===== src/rtl/bp_jam_gen.sv =====
module bp_jam_gen #(
  parameter int CNT_W = 16,
  parameter int NIB_W = 4
) (
  input  logic             clk,
  input  logic             rst_n,
  input  logic             bp_enable,
  input  logic             half_duplex,
  input  logic [CNT_W-1:0] jam_len,
  input  logic [CNT_W-1:0] jam_gap,
  input  logic             norm_tx_en,
  input  logic [NIB_W-1:0] norm_txd,
  output logic             mii_tx_en,
  output logic [NIB_W-1:0] mii_txd,
  output logic             jam_active
);
  localparam logic [NIB_W-1:0] JAM_PAT = {(NIB_W/2){2'b01}};

  typedef enum logic [1:0] {S_IDLE, S_GAP, S_BURST} st_t;

  st_t              st;
  logic [CNT_W-1:0] cnt;

  wire              arm    = bp_enable && half_duplex;
  wire [CNT_W-1:0]  gap_ld = (jam_gap == '0) ? '0 : jam_gap - 1'b1;
  wire [CNT_W-1:0]  len_ld = (jam_len == '0) ? '0 : jam_len - 1'b1;
  wire              done   = (cnt == '0);

  always_ff @(posedge clk) begin
    if (!rst_n) begin
      st  <= S_IDLE;
      cnt <= '0;
    end else begin
      unique case (st)
        S_IDLE: if (arm) begin
          st  <= S_GAP;
          cnt <= gap_ld;
        end
        S_GAP: begin
          if (!arm)
            st <= S_IDLE;
          else if (norm_tx_en)
            cnt <= gap_ld;
          else if (done) begin
            st  <= S_BURST;
            cnt <= len_ld;
          end else
            cnt <= cnt - 1'b1;
        end
        S_BURST: begin
          if (!half_duplex)
            st <= S_IDLE;
          else if (done) begin
            if (bp_enable) begin
              st  <= S_GAP;
              cnt <= gap_ld;
            end else
              st <= S_IDLE;
          end else
            cnt <= cnt - 1'b1;
        end
        default: st <= S_IDLE;
      endcase
    end
  end

  assign jam_active = (st == S_BURST) && half_duplex;
  assign mii_tx_en  = jam_active ? 1'b1 : norm_tx_en;
  assign mii_txd    = jam_active ? JAM_PAT : norm_txd;
endmodule


===== config.mk =====
export PLATFORM = sky130hd
export DESIGN_NAME = bp_jam_gen
export DESIGN_NICKNAME = d
export VERILOG_FILES = /design/src/rtl/bp_jam_gen.sv
export SDC_FILE = /design/constraint.sdc
export NUM_CORES = 1
export LEC_CHECK = 0
export ABC_AREA = 1
export BUFFER_PORTS_ARGS = -buffer_cell sky130_fd_sc_hd__buf_2
export CAP_MARGIN = 10
export CELL_PAD_IN_SITES_DETAIL_PLACEMENT = 1
export CELL_PAD_IN_SITES_GLOBAL_PLACEMENT = 2
export CORE_MARGIN = 2
export CORE_UTILIZATION = 31
export CTS_CLUSTER_DIAMETER = 50
export CTS_CLUSTER_SIZE = 8
export DETAILED_ROUTE_END_ITERATION = 12
export PLACE_DENSITY = 0.92
export SYNTH_ARGS = -nofsm -noshare
export SYNTH_HDL_FRONTEND = slang
export SYNTH_SLANG_ARGS = --single-unit

===== constraint.sdc =====
create_clock -name clk -period 4.74 [get_ports clk]
set_clock_uncertainty 0.05 [all_clocks]
set_input_delay 0.474 -clock clk [delete_from_list [all_inputs] [get_ports clk]]
set_output_delay 0.474 -clock clk [all_outputs]
set_load 0.01 [all_outputs]

==> impl_metrics.yaml, run 1 <==
route:
  drt_iter0_drc: 139
  drtPass1Iterations: 4
  drt-wirelength-per-cell_um: 14.9
  drc_errors: 0
  vias: 4060
  via_per_inst: 5.10
  totalWireLength_mm: 11.9
  drtAntennaViolNets: 0
place:
  placedCellCount: 793
  io_buffers: 46
  hpwl_mm: 9.80
  gp_congestion: 0.893
synth:
  ys_top_cells_by_count: "nand2_1, nor2_1, inv_1, nand3_1, a21oi_1"
  syn_area_mm2: 0.00322
  yosysMostFrequentCell: "nand2_1"
  synth.area.top_cells: "nand2_1, dfxtp_1, nand3_1"
  synth_seq_cells: 18
  syn_avg_cell_area_um2: 5.13
  async_flop_share_pct: 0
  yosys_warnings: 0
  syn-num-nets: 678
  yosysTopAreaCellShare_pct: 26.1
  yosysUniqueCellTypes: 32
  synth_seq_area_share_pct: 11.2
  synth_cells: 627
  synth_edf_count: 0
  ys.flop_type: "dfxtp_1"
  yosys.area.top_type: "nand2_1"
sta:
  layout_min_cycle_time_ps: 2480
  slew-limit-headroom_pct: 41.0
  setup_viol: 0
  fin_setup_tns_ps: 0
  finalHoldViolCount: 0
  fmax_mhz: 404
  slew_violations: 0
  rsz0062_at_grt: "no"
  post-route-period-util_pct: 52.2
  tightest_slew_ps: 884
die:
  num_rows: 37
  core_region_area_mm2: 0.0102
  die_h_um: 106
  io_pins: 47
  chipWidth_um: 106
  die_area_mm2: 0.0112
  initial_core_util_pct: 31.6
cts:
  hold_buffers: 0
  cts_tree: "done"
  clockBufferDepth: 2
  post_cts_buffers: 0
  clockRootBuffer: "clkbuf_8"
  clkLatencyLatePin_ps: 250
  h-tree-depth: 1
  cts.sinks: 18
  clk_pin_slew_ps: 70
  cts_made_buffers: 3
  ctsResizeCount: 0
global_routing:
  grt_pass1_vias: 4167
  grt_pass1_wl_mm: 20.0
  grt_max_degree: 31
  antenna_found_initial: 0
  grt-ovfl-total: 0
  grt.total_usage_pct: 22.0
layout:
  nNetsFinal: 713
  fin_cells: 796
  num_antenna_cells: 0
  drive_gt1_share_pct: 13.9
  synthToLayoutAreaGrowth_pct: 10.2
  final_util_pct: 34.8
worst_setup_path:
  worstPathArrival_ps: 2550
  rr_worst_depth: 8
  crit_path_end_kind: "flip-flop"
  cp_data_required_time_ps: 4810
  worstPathMaxFanout: 30
  critical_path_class: "flip-flop to flip-flop"
  worstSetupStartpointType: "flip-flop"
run:
  drv_cap: 0
power_and_ir_drop:
  power_density_mw_per_mm2: 687
  peakVddDrop_v: 0.000357
  power.leakage_uw: 0.00180
worst_hold_path:
  hold_depth: 3
  hold_class: "input port to flip-flop"
status:
  outcome: "finished clean"
[worst max-delay path: stages, from the launching register on]
cell and delay (ps):
dfxtp_1 330, inv_1 110, ha_1 490, clkinv_1 400, or2_1 340, nand4_4 330
a21oi_1 80, nand2_1 130, a21oi_2 60
[final timing paths]
kind | start | end | slack, ps
worst max-delay path | st[0]$_SDFFE_PN0P_ | cnt[8]$_SDFFE_PN0P_ | 2260
worst min-delay path | rst_n | cnt[0]$_SDFFE_PN0P_ | 450
worst max register to register | st[0]$_SDFFE_PN0P_ | cnt[8]$_SDFFE_PN0P_ | 2260
worst min register to register | cnt[11]$_SDFFE_PN0P_ | cnt[11]$_SDFFE_PN0P_ | 480
[layout make-up]
| cell class | instances | area [um^2] |
|---|---|---|
| Fill cell | 1516 | 6640 |
| Multi-Input combinational cell | 518 | 2460 |
| Sequential cell | 18 | 360 |
| Inverter | 75 | 282 |
| Timing Repair Buffer | 46 | 230 |
| Tap cell | 136 | 170 |
| Clock buffer | 3 | 41.3 |
[logic make-up after synthesis]
logic type / synth area share (%)
compound gates: 13.8
flops: 11.2
buf+inv: 12.3
simple gates: 56.6
fa+ha+maj: 3.89
xor+xnor: 2.18
[cell usage in the layout (no fill, tap or decap), types with 6 or more instances in the layout]
cell     instances
nor2_1          80
a21oi_1         61
nand2_1        224
nand2_2          6
dfxtp_1         18
buf_2           46
inv_1           70
ha_1            10
nand3_1         70
nor2_2          14
o21ai_0          6
[per-stage QoR]
stage	setup slack, ps	power (uW)	cell area, um^2	hold WS, ps
finish	2260	2430	3540	454
global route	2040	2720	3540	486
CTS	2280	2440	3540	453
detailed placement	2300	2320	3500	474
global placement	2460	2250	3500	460
floorplan	2940	1860	3220	430
[state kept, by name, summed over array words and instances (netlist names)]
signal,count
cnt,16
st,2
[metal layers]
| layer | track usage [%] | share of wire [%] | vias to the layer above |
|---|---|---|---|
| met5 | 0 | 0 | - |
| met4 | 7.33 | 3.1 | 0 |
| met3 | 2.16 | 2.6 | 24 |
| met2 | 40.3 | 51 | 68 |
| met1 | 26.6 | 44 | 1925 |
| li1 | - | - | 2043 |
[report_power, final]
| part | total [uW] | switching, uW | internal [uW] |
|---|---|---|---|
| Clock | 107 | 50.5 | 56.5 |
| Sequential | 330 | 106 | 224 |
| Combinational | 2000 | 1370 | 622 |
No activity file was read; power rests on OpenSTA's default activity.
==> run 2: changes to the inputs <==
ABC_AREA = 0   (was 1)
PLACE_DENSITY = 0.87   (was 0.92)
clock period = 2.5 ns   (was 4.74 ns; I/O delays follow)
==> run 2 against run 1 <==
Count of clock-buffer cells in the layout did not move. Final area down 13%. Fmax rose by 4.0%. Largest cell class unchanged.
==> impl_metrics.yaml, run 2 <==
status:
  outcome: "finished clean"
synth:
  yosys.area.top_type: "dfxtp_1"
  synth_seq_cells: 18
  yosys_warnings: 0
  synth_edf_count: 0
  syn_avg_cell_area_um2: 6.81
  ys.flop_type: "dfxtp_1"
  synth.area.top_cells: "dfxtp_1, nor2_1, xnor2_1"
  synth_seq_area_share_pct: 15.0
  yosysUniqueCellTypes: 57
  synth_cells: 352
  yosysMostFrequentCell: "nor2_1"
  ys_top_cells_by_count: "nor2_1, nand2_1, nor3_1"
  syn_area_mm2: 0.00240
  syn-num-nets: 403
  async_flop_share_pct: 0
  yosysTopAreaCellShare_pct: 15.0
cts:
  cts.sinks: 18
  post_cts_buffers: 0
  clkLatencyLatePin_ps: 260
  clockBufferDepth: 2
  h-tree-depth: 1
  cts_made_buffers: 3
  cts_tree: "done"
  clockRootBuffer: "clkbuf_8"
  clk_pin_slew_ps: 80
worst_setup_path:
  worstPathArrival_ps: 2520
  worstSetupStartpointType: "flip-flop"
  worstPathMaxFanout: 8
  crit_path_end_kind: "flip-flop"
  rr_worst_depth: 9
  crit_start: "cnt[1]$_SDFFE_PN0P_"
  cp_data_required_time_ps: 2640
  r2r_start: "cnt[1]$_SDFFE_PN0P_"
  critical_path_class: "flip-flop to flip-flop"
route:
  drt_iter0_drc: 215
  via_per_inst: 5.79
  vias: 3049
  drtPass1Iterations: 4
  drtAntennaViolNets: 0
  totalWireLength_mm: 9.81
  drt-wirelength-per-cell_um: 18.6
  drc_errors: 0
power_and_ir_drop:
  peakVddDrop_v: 0.000182
  power.leakage_uw: 0.00119
  power_density_mw_per_mm2: 503
die:
  initial_core_util_pct: 31.5
  core_region_area_mm2: 0.00761
  num_rows: 32
  die_h_um: 91.9
  die_area_mm2: 0.00845
  chipWidth_um: 91.9
  io_pins: 47
global_routing:
  grt-ovfl-total: 0
  grt_pass1_vias: 3163
  grt_pass1_wl_mm: 15.8
  grt_use_met2_pct: 41.0
  grt.total_usage_pct: 23.5
  grtUsageMet1_pct: 29.0
  busiest_layer: "met2"
  grt_max_degree: 23
  antenna_found_initial: 0
  grt_use_met3_pct: 2.79
sta:
  slew-limit-headroom_pct: 56.1
  worst_slack_ps: 120
  tightest_slew_ps: 654
  fmax_mhz: 420
  post-route-period-util_pct: 95.2
  slew_violations: 0
  layout_min_cycle_time_ps: 2380
  finalHoldViolCount: 0
  rsz0062_at_grt: "yes"
  hold_ws_ps: 361
  setup_viol: 0
place:
  io_buffers: 46
  hpwl_mm: 7.96
  post-place-ws_ps: -123
  placedCellCount: 524
  gp_congestion: 0.956
  placedInstanceArea_mm2: 0.00300
worst_hold_path:
  hp-start: "rst_n"
  hold_class: "input port to flip-flop"
  hold_depth: 2
layout:
  final_util_pct: 40.4
  top_regs: "cnt x16, st x2"
  final_cell_mix: "buf_2, nor2_1, buf_4"
  nNetsFinal: 478
  synthToLayoutAreaGrowth_pct: 28.1
  fin_cells: 527
  largest_reg_flops: 16
  fillers: 1020
  design_area_mm2: 0.00307
  num_antenna_cells: 0
  drive_gt1_share_pct: 24.2
  largest-register: "cnt"
  final_common_cell: "buf_2"
run:
  drv_cap: 0
-- run 2: final cells by class --
type | instances | area (um^2) | area share (%)
Clock buffer | 3 | 41.3 | 1.34
Inverter | 12 | 45.0 | 1.47
Multi-Input combinational cell | 307 | 1960 | 63.9
Sequential cell | 18 | 360 | 11.7
Tap cell | 102 | 128 | 4.15
Timing Repair Buffer | 85 | 536 | 17.4
-- run 2: routing by layer --
metal  up-vias  share of wire, %
li1       1455                 -
met1      1467                44
met2       102                47
met3        25               5.0
met4         0               3.9
met5         -                 0
-- run 2: cell families (layout without fill, tap and decap cells) --
logic type,after synthesis,in the layout,share of synthesized area [%]
fa+ha+maj,10,10,5.22
simple gates,171,171,37.6
buf+inv,27,100,4.44
mux,3,3,1.30
flops,18,18,15.0
compound gates,91,91,24.7
xor+xnor,32,32,11.7
-- run 2: report_power, final --
part           total (uW)  switching, uW  leakage, uW  internal [uW]
registers             404           65.7     0.000149            338
clock network         217            109    0.0000216            107
logic                 925            529      0.00101            397
-- run 2: timing repair --
item	in CTS	in global routing
hold buffers	0	0
endpoints found under the setup margin	0	17
gates resized for setup	0	4
endpoints found under the hold margin	0	0
-- run 2: path summary, 6_finish.rpt --
path	to	slack [ps]
worst min register to register	st[0]$_SDFFE_PN0P_	460
worst max register to register	cnt[5]$_SDFFE_PN0P_	120
worst max-delay path	cnt[5]$_SDFFE_PN0P_	120
worst min-delay path	cnt[15]$_SDFFE_PN0P_	360
-- run 2: per-stage QoR --
stage | power (uW) | TNS [ps]
finish | 1550 | 0
global route | 1650 | -1.08
CTS | 1520 | 0
detailed placement | 1300 | -451
global placement | 1270 | -189
floorplan | 927 | 0
-- run 2: critical path, cell delays in order, from the launching register on --
cell	delay (ps)
dfxtp_1	330
inv_1	80
ha_1	200
nor4b_2	270
and4_1	300
o21ai_1	260
buf_4	250
o32ai_1	280
o21ai_0	130
a31oi_1	170
==> run 3: changes to the inputs <==
CORE_ASPECT_RATIO = 1.2   (was default)
clock period = 2.3 ns   (was 2.5 ns; I/O delays follow)
==> run 3 against run 2 <==
The flow now finishes with violations (negative setup slack). First-iteration DRC count rose by 27%. Global-route usage rose by 0.37 points. Critical path depth fell by 1. Die area barely moved. Register-to-register slack got worse by 190 ps. Utilization rose by 8.4 points. Count of clock-buffer cells in the layout did not move. Sequential cell count did not move. Sequential share of layout area fell by 1.8 points. Largest power group unchanged. Highest routed layer unchanged.
==> impl_metrics.yaml, run 3 (synthesis gave the netlist of run 2 again) <==
sta:
  setup_viol: 6
  layout_min_cycle_time_ps: 2370
  worst_slack_ps: -69.1
  fmax_mhz: 422
  fin_setup_tns_ps: -242
  post-route-period-util_pct: 103
  finalHoldViolCount: 0
  slew-limit-headroom_pct: 61.3
  slew_violations: 0
  tightest_slew_ps: 574
  rsz0062_at_grt: "yes"
run:
  drv_cap: 0
global_routing:
  grt_max_degree: 24
  antenna_found_initial: 0
  grt-ovfl-total: 0
  grt_pass1_wl_mm: 16.0
  grt.total_usage_pct: 23.9
  grt_pass1_vias: 3239
route:
  drc_errors: 0
  drtAntennaViolNets: 0
  via_per_inst: 5.86
  vias: 3317
  drtPass1Iterations: 4
  drt-wirelength-per-cell_um: 19.8
  drt_iter0_drc: 272
  totalWireLength_mm: 11.2
layout:
  final_cell_mix: "buf_4, buf_2, nor2_1"
  fillers: 996
  nNetsFinal: 527
  final_common_cell: "buf_4"
  multi_input_area_mm2: 0.00215
  largest_reg_flops: 16
  fin_cells: 566
  regArea_um2: 368
  num_antenna_cells: 0
  largest-register: "cnt"
  synthToLayoutAreaGrowth_pct: 54.1
  drive_gt1_share_pct: 38.6
  final_util_pct: 48.8
  top_regs: "cnt x16, st x2"
place:
  hpwl_mm: 8.24
  post-place-ws_ps: -235
  gp_congestion: 0.939
  io_buffers: 46
  placedCellCount: 552
die:
  io_pins: 47
  initial_core_util_pct: 31.6
  die_area_mm2: 0.00846
  chipWidth_um: 84.3
  num_rows: 35
  die_h_um: 100
  core_region_area_mm2: 0.00758
cts:
  clockRootBuffer: "clkbuf_8"
  cts.sinks: 18
  cts_made_buffers: 3
  clockBufferDepth: 2
  clk_pin_slew_ps: 80
  h-tree-depth: 1
  hold_buffers: 0
  clkLatencyLatePin_ps: 270
  cts_tree: "done"
worst_setup_path:
  worstPathMaxFanout: 8
  crit_path_end_kind: "flip-flop"
  rr_worst_depth: 8
  worstPathArrival_ps: 2480
  cp_data_required_time_ps: 2410
  critical_path_class: "flip-flop to flip-flop"
  worstSetupStartpointType: "flip-flop"
  r2r_setup_slack_ps: -70
  r2r_start: "cnt[2]$_SDFFE_PN0P_"
  r2r-end: "cnt[7]$_SDFFE_PN0P_"
worst_hold_path:
  hold_class: "input port to flip-flop"
  hp-start: "rst_n"
  hold_depth: 3
  holdPathEnd: "cnt[13]$_SDFFE_PN0P_"
power_and_ir_drop:
  seq_power_share_pct: 20.9
  switching_power_uw: 936
  p_clk_share_pct: 11.6
  power.leakage_uw: 0.00148
  peakVddDrop_v: 0.000262
  cell_internal_pwr_uw: 1160
  power_density_mw_per_mm2: 566
  combPwrFrac_pct: 67.5
  switching_share_pct: 44.7
status:
  outcome: "complete, but fails checks"
  violations: "negative setup slack"
-- run 3: changes by cell type in the layout (fill, tap and decap cells not counted), moves of 3 or more --
cell / before / now
a21oi_2: 0 / 3
nor4_4: 1 / 4
a21oi_1: 15 / 12
o21ai_1: 7 / 10
nor2_1: 40 / 37
nor3_1: 26 / 23
o21ai_0: 19 / 12
buf_6: 0 / 6
o221ai_1: 4 / 1
o21ai_2: 0 / 3
o221ai_2: 0 / 3
buf_4: 38 / 78
-- run 3: timing repair --
item,4_1_cts,5_1_grt
resized for setup,4,55
setup endpoints to repair,10,18
setup buffers,0,10
gates cloned,0,2
pin swaps,0,31
-- run 3: how the worst max path moves through the flow --
stage                        startpoint                   end
floorplan            st[1]$_SDFFE_PN0P_   cnt[9]$_SDFFE_PN0P_
global placement    cnt[0]$_SDFFE_PN0P_  cnt[15]$_SDFFE_PN0P_
detailed placement  cnt[0]$_SDFFE_PN0P_  cnt[12]$_SDFFE_PN0P_
CTS                 cnt[3]$_SDFFE_PN0P_  cnt[15]$_SDFFE_PN0P_
global route        cnt[8]$_SDFFE_PN0P_  cnt[10]$_SDFFE_PN0P_
finish              cnt[2]$_SDFFE_PN0P_   cnt[7]$_SDFFE_PN0P_
-- run 3: area by class of cell --
| cell class | count | area share (%) |
|---|---|---|
| multi-input cells | 307 | 58.2 |
| repair buffers | 134 | 26.3 |
| flip-flops and latches | 18 | 9.96 |
| well taps | 92 | 3.12 |
| inverters | 12 | 1.22 |
| clock buffers | 3 | 1.12 |
-- run 3: critical path, stage by stage (launching register included) --
cell and delay [ps]:
dfxtp_4 360, nor4_4 310, nand4b_1 270, buf_4 220, or3_4 460, o211ai_1 140
o31ai_1 110, a21oi_1 240, a21oi_1 100
-- run 3: metrics by stage --
stage / total power (uW) / area [um^2] / hold WS (ps)
floorplan: 1010 / 2400 / 318
global placement: 1510 / 3290 / 438
detailed placement: 1540 / 3290 / 463
CTS: 1790 / 3350 / 323
global route: 2190 / 3690 / 358
finish: 2090 / 3690 / 348
-- run 3: per-layer routing --
metal / GRT usage (%) / part of all wire, % / wire [um] / up-vias
li1: - / - / - / 1557
met1: 27.3 / 38 / 4310 / 1600
met2: 45.4 / 52 / 5840 / 122
met4: 8.44 / 4.5 / 500 / 0
met5: 0 / 0 / 0 / -
met3: 2.63 / 5.1 / 571 / 38
-- run 3: power by group through the flow --
stage / combinational [uW] / sequential (uW) / clock, uW
CTS: 1140 / 415 / 232
floorplan: 577 / 432 / 0
detailed placement: 1120 / 420 / 0
finish: 1410 / 436 / 242
global placement: 1090 / 416 / 0
global route: 1510 / 442 / 244
